**config.mk**
```make
export PLATFORM = sky130hd
export DESIGN_NAME = step_event_sched
export DESIGN_NICKNAME = d
export VERILOG_FILES = /design/src/rtl/step_event_sched.sv
export SDC_FILE = /design/constraint.sdc
export NUM_CORES = 1
export LEC_CHECK = 0
export BUFFER_PORTS_ARGS = -buffer_cell sky130_fd_sc_hd__buf_2
export CORE_UTILIZATION = 50
export CTS_CLUSTER_DIAMETER = 150
export DETAILED_ROUTE_END_ITERATION = 10
export GPL_TIMING_DRIVEN = 0
export PLACE_DENSITY = 0.69
export SYNTH_ARGS = -nofsm -noshare
export SYNTH_HDL_FRONTEND = slang
export SYNTH_SLANG_ARGS = --single-unit
export TNS_END_PERCENT = 10
```
**constraint.sdc**
```tcl
create_clock -name clk -period 5.2 [get_ports clk]
set_input_delay 0.26 -clock clk [delete_from_list [all_inputs] [get_ports clk]]
set_output_delay 0.26 -clock clk [all_outputs]
set_load 0.05 [all_outputs]
```
**src/rtl/step_event_sched.sv**
```systemverilog
module step_event_sched #(
  parameter int CNT_W       = 16,
  parameter int HK_BITS     = 4,
  parameter int VR_BITS     = 9,
  parameter int POLL_BITS   = 12,
  parameter int DISP_BITS   = 14,
  parameter int IDLE_W      = 4,
  parameter int IDLE_THRESH = 10
) (
  input  logic clk,
  input  logic rst_n,
  input  logic step,
  input  logic ser_act,
  input  logic kbd_act,
  input  logic ser_pending,
  input  logic kbd_pending,
  input  logic cursor_on,
  output logic tick_hk,
  output logic poll_stb,
  output logic vretrace_req,
  output logic refresh_req,
  output logic sleep_ok
);

  localparam logic [CNT_W-1:0]  ONE       = {{(CNT_W-1){1'b0}}, 1'b1};
  localparam logic [CNT_W-1:0]  HK_MASK   = (ONE << HK_BITS) - ONE;
  localparam logic [CNT_W-1:0]  VR_MASK   = (ONE << VR_BITS) - ONE;
  localparam logic [CNT_W-1:0]  POLL_MASK = (ONE << POLL_BITS) - ONE;
  localparam logic [CNT_W-1:0]  DISP_MASK = (ONE << DISP_BITS) - ONE;
  localparam logic [IDLE_W-1:0] IDLE_MAX  = {IDLE_W{1'b1}};
  localparam logic [IDLE_W-1:0] IDLE_LIM  = IDLE_W'(IDLE_THRESH);

  logic [CNT_W-1:0]  step_cnt;
  logic [CNT_W-1:0]  cnt_nx;
  logic [IDLE_W-1:0] idle_q;
  logic              hk_hit, poll_hit, vr_hit, disp_hit, busy;

  assign cnt_nx   = step_cnt + ONE;
  assign hk_hit   = step && ((cnt_nx & HK_MASK) == '0);
  assign poll_hit = hk_hit && ((cnt_nx & POLL_MASK) == '0);
  assign vr_hit   = hk_hit && ((cnt_nx & VR_MASK) == '0);
  assign disp_hit = hk_hit && ((cnt_nx & DISP_MASK) == '0);
  assign busy     = ser_act || kbd_act || ser_pending || kbd_pending;

  always_ff @(posedge clk) begin
    if (!rst_n) begin
      step_cnt     <= '0;
      tick_hk      <= 1'b0;
      poll_stb     <= 1'b0;
      vretrace_req <= 1'b0;
      refresh_req  <= 1'b0;
    end else begin
      if (step) step_cnt <= cnt_nx;
      tick_hk      <= hk_hit;
      poll_stb     <= poll_hit;
      vretrace_req <= vr_hit;
      refresh_req  <= disp_hit;
    end
  end

  always_ff @(posedge clk) begin
    if (!rst_n)
      idle_q <= '0;
    else if (poll_hit) begin
      if (busy)
        idle_q <= '0;
      else if (idle_q != IDLE_MAX)
        idle_q <= idle_q + 1'b1;
    end
  end

  assign sleep_ok = (idle_q >= IDLE_LIM) && cursor_on;

  p_strobe_after_step_r2: assert property (@(posedge clk) disable iff (!rst_n)
    (tick_hk || poll_stb || vretrace_req || refresh_req) |-> $past(step));

  p_tick_single_r3: assert property (@(posedge clk) disable iff (!rst_n)
    tick_hk |=> !tick_hk);

  p_poll_nested_r4: assert property (@(posedge clk) disable iff (!rst_n)
    poll_stb |-> tick_hk);

  p_vr_nested_r5: assert property (@(posedge clk) disable iff (!rst_n)
    vretrace_req |-> tick_hk);

  p_disp_nested_r6: assert property (@(posedge clk) disable iff (!rst_n)
    refresh_req |-> tick_hk);

  p_busy_clears_r7: assert property (@(posedge clk) disable iff (!rst_n)
    (poll_hit && busy) |=> (idle_q == '0));

  p_idle_hold_r9: assert property (@(posedge clk) disable iff (!rst_n)
    !poll_hit |=> $stable(idle_q));

  p_sleep_cursor_r11: assert property (@(posedge clk) disable iff (!rst_n)
    sleep_ok |-> cursor_on);

  p_idle_sat_r12: assert property (@(posedge clk) disable iff (!rst_n)
    ((idle_q == IDLE_MAX) && !(poll_hit && busy)) |=> (idle_q == IDLE_MAX));

endmodule

```
; ---- After elaboration in Yosys (flattened, before gate mapping)
; Cells that the tools add are included.
[classes]
addsub = 2
n_lt_le_gt_ge = 1
eq_ne = 1
mux = 2
n_reduce_logical = 14
[ops]
columns = cell, n
row1 = zero test 16 bit, 4
row2 = "adder 16 x 1 -> 16 bit, second input constant", 1
row3 = 2-to-1 mux 4 bit, 2
row4 = logical AND 1 bit, 5
row5 = "adder 4 x 1 -> 4 bit, second input constant", 1
row6 = "greater-or-equal comparator 4 bit, second input constant", 1
row7 = "!= test 4 bit, second input constant", 1
row8 = logical OR 1 bit, 3
row9 = AND reduction 2 bit, 1
row10 = nonzero test 2 bit, 1
[totals]
ff_bits = 24
out_inout_bits = 5

; ---- Logic depth before layout (Yosys ltp)
; Gate-level depths: netlist of the first run.
[depth]
ltp_word = 5
mapped_depth = 8
ltp_nobuf = 7

; ---- Worst setup path before layout of the first run
; Ideal clock, no wire load.
[synth_path]
path_kind = flip-flop to flip-flop
from = register step_cnt[0]
to = register idle_q[0]
setup_ps = 126
arrival_ps = 1819
slack_ps = 3255
stages_incl_launch_ff = 9
synth_period_minus_slack_ps = 1945
path_cell_list = dfxtp_1 ha_1 clkbuf_1 or4b_4 o31ai_4 o21a_4 nand4_4 o211ai_1 o41ai_1
[synth_via]
elab_chain_len = 5
[synth_rtl]
columns = element, line
row1 = "start, declared", 33  ; logic [CNT_W-1:0] step_cnt;
row2 = "start signal, assigned", 53  ; if (step) step_cnt <= cnt_nx;
row3 = adder 16 x 1 -> 16 bit (*), 38  ; assign cnt_nx = step_cnt + ONE;
row4 = zero test 16 bit, 39  ; assign hk_hit = step && ((cnt_nx & HK_MASK) == '0);
row5 = logical AND 1 bit, 39
row6 = logical AND 1 bit (*), 40  ; assign poll_hit = hk_hit && ((cnt_nx & POLL_MASK) == '0);
row7 = AND reduction 2 bit (no line) (*), n/a
row8 = "end signal, assigned", 68  ; idle_q <= idle_q + 1'b1;
row9 = "end, declared", 35  ; logic [IDLE_W-1:0] idle_q;
; Mark *: on every way between the ends. The rest lies on a longest branch, timed or not.
; A chain may end at the register's enable or synchronous reset.

; ---- Worst setup path in the final report of the first run
; Ends and elaborated chain as after synthesis.

==> reports/summary.md, run 1 <==
* **Critical Path Start Type** flip-flop
* **proportion of synthesized flip-flops having asynchronous set or reset** 0%
* **kind of end point of the critical path** flip-flop
* **die width** 51.95 µm
* **number of antenna violations at the first check in global routing** 0
* **number of CTS-inserted buffers** 3
* **clock skew** 0.008102 ns
* **share of the synthesized area in the top cell type** 35.31%
* **drt via density** 5.563
* **cells along the critical path** ha_1, clkbuf_1, nand2_1, nor4_1, o21a_4, nand4_4, o41ai_1
* **port bufs** 12
* **Nets** 175
* **mean instance size in the synthesized netlist** 8.544 µm²
* **cell type with the largest total area after synthesis** sky130_fd_sc_hd__dfxtp_1
* **unrepaired setup endpoints after global routing** false
* **Die Area** 0.002699 mm²
* **critical path required time** 5.42 ns
* **Post-synth top cells** sky130_fd_sc_hd__dfxtp_1 (22), sky130_fd_sc_hd__nor2_1 (19), sky130_fd_sc_hd__xor2_1 (11)
* **total iterations of the first detailed-routing run** 4
* **number of buffers between clock root and the deepest sink** 2
* **Cell Rows** 17
* **number of library cell types mapped by synthesis** 35
* **Max stage delay cell, worst path** sky130_fd_sc_hd__dfxtp_1
* **Synth area leaders** sky130_fd_sc_hd__dfxtp_1 (35%), sky130_fd_sc_hd__xor2_1 (7.7%), sky130_fd_sc_hd__nor2_1 (5.7%)
* **via count** 1,057
* **dominant cell by count in the synthesized netlist** sky130_fd_sc_hd__dfxtp_1
* **static leakage** 0.5401 nW
* **most used flip-flop cell after synthesis** sky130_fd_sc_hd__dfxtp_1
* **setup violators final** 0
* **slew of the pin with the lowest slew margin** 0.7313 ns
* **Fin Setup TNS** 0 ns
* **final clock period utilization by the worst path** 42.45%
* **clock tree root buffer cell** sky130_fd_sc_hd__clkbuf_4
* **count of hold buffers inserted by post-cts repair** 0
* **internal reg-to-reg setup slack** 2.99 ns
* **area grow syn2layout** 11.84%
* **DP Area** 0.001343 mm²
* **total gr overflow** 0
* **number of maximum-capacitance constraint violations** 0
* **outcome** complete, no violations
* **post-detailed-routing wire length** 2305 µm
* **instance count of the mapped netlist** 146
* **count of boundary I/O pins** 13
* **H-tree depth** 1
* **average detailed-routed wire length per instance** 12.13 µm
* **post-synthesis sequential area ratio** 35.31%
* **syn_nets** 158
* **yosys synthesis warning count** 0
* **Crit path arrival time** 2.43 ns
* **number of global-route vias before repair** 948
* **total track usage** 20.18%
* **Worst VDD drop** 0.0001840 V
* **CTS tree** built
* **hold crit path type** input port to flip-flop
* **routability cong.** 0.7866
* **Setup Crit Path Kind** flip-flop to flip-flop
* **number of sinks on the clock net** 22
* **core box area** 0.002276 mm²
* **height of the die** 51.95 µm
* **number of design rule violations left after detail routing** 0
* **DP HPWL** 1719 µm
* **number of buffers added for setup after CTS** 0
* **clock edge transition at the registers on the reported setup and hold paths** 0.13 ns
* **final design area excluding fillers** 0.001395 mm²
* **total power density per cell area** 231.9 mW/mm²
* **largest stage delay on the critical path** 0.47 ns
* **post-synthesis register bit count** 22
* **crit path max fanout** 10
* **tightest slew margin relative to the limit** 50.80%
* **count of antenna-violating nets left after detailed routing** 0
* **Synth Cell Area** 0.001247 mm²
* **share of layout cells above drive strength 1** 14.81%
* **clock latency of the later-clocked register in the worst-skew pair** 0.31 ns
* **initial standard-cell utilization of the core** 54.81%
* **Iteration-0 DRC Markers** 9
* **achievable frequency** 453.0 MHz
* **first-pass GRT wire length** 4036 µm
* **pin count of the biggest net entering global routing** 14
* **post-route minimum period** 2.207 ns
* **Final Max Slew Viols** 0
* **number of synthesized flops with an enable pin** 0
* **CTS resizes** 0
* **number of antenna cells inserted** 0
* **final hold viol count** 0
cell usage in the layout (no fill, tap or decap), drive strengths merged:
cell type / count
nand2: 10
and3: 7
or4b: 1
a21oi: 2
clkbuf: 10
o31ai: 1
or2: 1
dfxtp: 22
bufinv: 1
clkinv: 1
and2: 1
nor4: 5
o41ai: 2
o21ai: 3
o221a: 1
a311oi: 1
o311a: 1
xor2: 11
nor3: 4
xnor2: 8
nand2b: 1
o21a: 1
and3b: 1
inv: 6
a31oi: 3
nand3: 9
a211oi: 1
o211ai: 2
a21boi: 1
mux2i: 2
nand4: 5
nor2: 19
buf: 14
ha: 4
final timing paths:
| kind | start | end | depth (start not counted) |
|---|---|---|---|
| min | rst_n | idle_q[2]$_SDFFE_PN0P_ | 2 |
| min reg2reg | idle_q[0]$_SDFFE_PN0P_ | idle_q[0]$_SDFFE_PN0P_ | 1 |
| max | step_cnt[0]$_SDFFE_PN0P_ | idle_q[0]$_SDFFE_PN0P_ | 7 |
| max reg2reg | step_cnt[0]$_SDFFE_PN0P_ | idle_q[0]$_SDFFE_PN0P_ | 7 |
flip-flops by register name, indices dropped and copies added, names as in the netlist:
signal        cells
idle_q            4
poll_stb          1
step_cnt         14
refresh_req       1
vretrace_req      1
tick_hk           1
cells by family (layout without fill, tap and decap cells):
family	Yosys count	count (layout)	synth area share [%]
and+or+nand+nor	64	64	26.98
muxes	2	2	1.605
AOI/OAI and AO/OA	19	19	13.04
adders and majority gates	4	4	4.012
buffers and inverters	16	32	5.717
DFF	22	22	35.31
xor gates and xnor gates	19	19	13.34
report_power, final:
| group | internal, mW | switching (mW) | total, mW | leakage, nW |
|---|---|---|---|---|
| logic | 0.00755 | 0.0113 | 0.0188 | 0.335 |
| registers | 0.170 | 0.00272 | 0.173 | 0.178 |
| clock network | 0.0779 | 0.0536 | 0.132 | 0.0279 |
final cells by class:
class | count | area, µm²
Buffer | 9 | 45.04
Tap cell | 28 | 35.03
Fill cell | 197 | 880.8
Clock buffer | 3 | 22.52
Multi-Input combinational cell | 108 | 735.7
Inverter | 7 | 26.28
Sequential cell | 22 | 440.4
Timing Repair Buffer | 12 | 60.06
Clock inverter | 1 | 30.03
worst max-delay path: cells and delay by family, from the launching register on:
family / cells / cell delay [ns]
buffers and inverters: 1 / 0.29
adder cells (fa/ha/maj): 1 / 0.18
flip-flops: 1 / 0.47
AO/OA/AOI/OAI: 2 / 0.54
AND/OR/NAND/NOR: 3 / 0.63
stage by stage:
step	hold slack, ns	cells	total power [mW]	setup slack, ns	utilization [%]
finish	0.2340	190	0.3235	2.993	61.30
global route	0.2188	190	0.3400	2.709	61.30
CTS	0.2235	190	0.3284	3.000	61.30
detailed placement	0.5418	186	0.1957	3.072	58.99
global placement	0.5259	186	0.1945	3.109	58.99
floorplan	0.3984	146	0.1888	3.255	-
per-layer routing:
metal | routed length (µm) | GRT usage (%) | vias up
met3 | 73 | 2.632 | 2
met2 | 1082 | 33.12 | 23
met4 | 14 | 8.108 | 0
li1 | - | - | 543
met1 | 1135 | 26.44 | 489
met5 | 0 | 0 | -
Note: power is estimated with default switching activity, not from simulation.
==> inputs of run 2 (changes only) <==
--- a/config.mk
+++ b/config.mk
@@ -10,7 +10,7 @@
 export CTS_CLUSTER_DIAMETER = 150
 export DETAILED_ROUTE_END_ITERATION = 10
 export GPL_TIMING_DRIVEN = 0
-export PLACE_DENSITY = 0.69
+export PLACE_DENSITY = 0.72
 export SYNTH_ARGS = -nofsm -noshare
 export SYNTH_HDL_FRONTEND = slang
 export SYNTH_SLANG_ARGS = --single-unit
==> constraint.sdc (replaced) <==
create_clock -name clk -period 2 [get_ports clk]
set_input_delay 0.1 -clock clk [delete_from_list [all_inputs] [get_ports clk]]
set_output_delay 0.1 -clock clk [all_outputs]
set_load 0.05 [all_outputs]
==> run 2 against run 1 <==
  * Utilization is 2.3 points higher
  * Count of clock-buffer cells in the layout stayed put
  * Via count is 1.5% higher
  * Maximum frequency is 13% higher
  * Critical path type unchanged
  * Non-clock buffer count is 5 lower
  * Design area is 3.7% higher
==> reports/summary.md, run 2 (synthesized netlist as in run 1, its figures left out) <==
* **outcome** complete, no violations
* **Design Power** 0.8450 mW, +160%
* **number of design rule violations left after detail routing** 0, unchanged
* **post-route minimum period** 1.961 ns, -0.2461 ns
* **Worst Hold Depth** 3, +1
* **sequential cell area** 447.9 µm², +1.7%
* **initial standard-cell utilization of the core** 54.81%, unchanged
* **Iteration-0 DRC Markers** 13, +4
* **Crit path arrival time** 2.18 ns, -0.25 ns
* **clock edge transition at the registers on the reported setup and hold paths** 0.12 ns, about the same
* **critical path required time** 2.22 ns, -3.20 ns
* **Fin Setup TNS** 0 ns, unchanged
* **final clock period utilization by the worst path** 98.06%, +56 points
* **Crit path buffers/inverters** 1, unchanged
* **DP HPWL** 1750 µm, +1.8%
* **share of layout cells above drive strength 1** 21.52%, +6.7 points
* **total iterations of the first detailed-routing run** 4, unchanged
* **number of sinks on the clock net** 22, unchanged
* **slew of the pin with the lowest slew margin** 0.5249 ns, -0.2064 ns
* **Fill cells** 196, -0.51%
* **pin count of the biggest net entering global routing** 14, unchanged
* **number of CTS-inserted buffers** 3, unchanged
* **first-pass GRT wire length** 4257 µm, +5.5%
* **flip-flop count of the largest register, all copies and words added** 14, unchanged
* **Nets** 171, -2.3%
* **tightest slew margin relative to the limit** 64.71%, +14 points
* **cells along the critical path** buf_4, nand3_4, nor4_4, mux2i_2, nand4_2, o41ai_1
* **number of maximum-capacitance constraint violations** 0, unchanged
* **top register by number of flip-flops** step_cnt
* **core box area** 0.002276 mm², unchanged
* **largest stage delay on the critical path** 0.37 ns, -0.10 ns
* **worst reg-to-reg path cell count** 6, -1
* **total track usage** 21.40%, +1.2 points
* **area grow syn2layout** 15.95%
* **number of antenna cells inserted** 0, unchanged
* **Final Max Slew Viols** 0, unchanged
* **Setup Crit Path Kind** flip-flop to flip-flop
* **die width** 51.95 µm, unchanged
* **clock tree root buffer cell** sky130_fd_sc_hd__clkbuf_4
* **achievable frequency** 509.9 MHz, +13%
* **Cell Rows** 17, unchanged
* **total gr overflow** 0, unchanged
* **average detailed-routed wire length per instance** 13.88 µm, +14%
* **number of global-route vias before repair** 1,008, +6.3%
* **biggest regs** step_cnt: 14 flops, idle_q: 4 flops
* **Die Area** 0.002699 mm², unchanged
* **clock skew** 0.002198 ns, -0.005904 ns
* **H-tree depth** 1, unchanged
* **count of antenna-violating nets left after detailed routing** 0, unchanged
* **commonest non-fill, non-tap cell in the layout** sky130_fd_sc_hd__nor2_1
* **height of the die** 51.95 µm, unchanged
* **static leakage** 0.5520 nW, +2.2%
* **count of boundary I/O pins** 13, unchanged
* **unrepaired setup endpoints after global routing** true
* **Critical Path Start Type** flip-flop
* **port bufs** 12, unchanged
* **routability cong.** 0.8397, +6.8%
* **final hold viol count** 0, unchanged
* **top library cells by usage in the layout, fill and taps aside** sky130_fd_sc_hd__nor2_1 (19), sky130_fd_sc_hd__dfxtp_1 (18), sky130_fd_sc_hd__buf_2 (12)
* **crit path max fanout** 8, -2
* **drt via density** 5.769, +3.7%
* **post-detailed-routing wire length** 2582 µm, +12%
* **setup violators final** 0, unchanged
* **area occupied by multi-input gates** 798.3 µm², +8.5%
* **CTS tree** built
* **kind of end point of the critical path** flip-flop
* **Worst VDD drop** 0.0003840 V, +110%
* **hold crit path type** input port to flip-flop
* **via count** 1,073, +1.5%
* **Max stage delay cell, worst path** sky130_fd_sc_hd__mux2i_2
* **clock latency of the later-clocked register in the worst-skew pair** 0.31 ns, about the same
* **family of cells with the greatest summed delay on the critical path** simple AND/OR/NAND/NOR gates
* **total power density per cell area** 584.2 mW/mm², +150%
* **number of antenna violations at the first check in global routing** 0, unchanged
* **count of hold buffers inserted by post-cts repair** 0, unchanged
* **Worst path depth** 6, -1
* **number of buffers between clock root and the deepest sink** 2, unchanged
## run 2: timing repair
item,4_1_cts,5_1_grt
endpoints found under the setup margin,5,8
setup buffers,0,0
gates cloned,0,1
resized for setup,3,10
pin swaps,0,3
## run 2: layer usage
metal  wire, µm  global-route usage (%)  up-vias
met5          0                       0        -
met4         51                   9.009        0
met3         91                   3.801        7
met2       1263                   37.82       20
met1       1175                   24.96      503
li1           -                       -      543
## run 2: worst min-delay path: stages
cell and delay (ns):
sky130_fd_sc_hd__buf_2 0.14, sky130_fd_sc_hd__o21ai_0 0.08, sky130_fd_sc_hd__a21oi_1 0.04
## run 2: path summary, 6_finish.rpt
path / from / end / slack, ns
worst max-delay path: step_cnt[3]$_SDFFE_PN0P_ / idle_q[1]$_SDFFE_PN0P_ / 0.04
worst min-delay path: rst_n / idle_q[3]$_SDFFE_PN0P_ / 0.09
worst max register to register: step_cnt[3]$_SDFFE_PN0P_ / idle_q[1]$_SDFFE_PN0P_ / 0.04
worst min register to register: idle_q[0]$_SDFFE_PN0P_ / idle_q[0]$_SDFFE_PN0P_ / 0.54
## run 2: layout make-up
cell class,instances,share of cell area (%)
Sequential cell,22,30.97
Multi-Input combinational cell,109,55.19
Timing Repair Buffer,12,4.152
Inverter,7,1.817
Tap cell,28,2.422
Clock inverter,1,2.076
Clock buffer,3,1.557
Buffer,4,1.817
## run 2: where the power goes
part | leakage [nW] | switching (mW) | internal [mW] | total [mW]
logic | 0.345 | 0.0311 | 0.0208 | 0.0519
registers | 0.180 | 0.00876 | 0.444 | 0.453
clock network | 0.0279 | 0.138 | 0.203 | 0.341
## run 2: per-stage QoR
step / hold WS [ns] / utilization (%) / cells / worst slack (ns) / cell area [µm²]
after detailed placement: 0.4181 / 58.99 / 186 / -0.1610 / 1343
after floorplan: 0.2384 / - / 146 / 0.05489 / 1247
after global routing: 0.08110 / 63.55 / 186 / -0.05207 / 1446
after global placement: 0.4038 / 58.99 / 186 / -0.09989 / 1343
final: 0.08520 / 63.55 / 186 / 0.03876 / 1446
after CTS: 0.06645 / 61.57 / 188 / 0.002511 / 1401
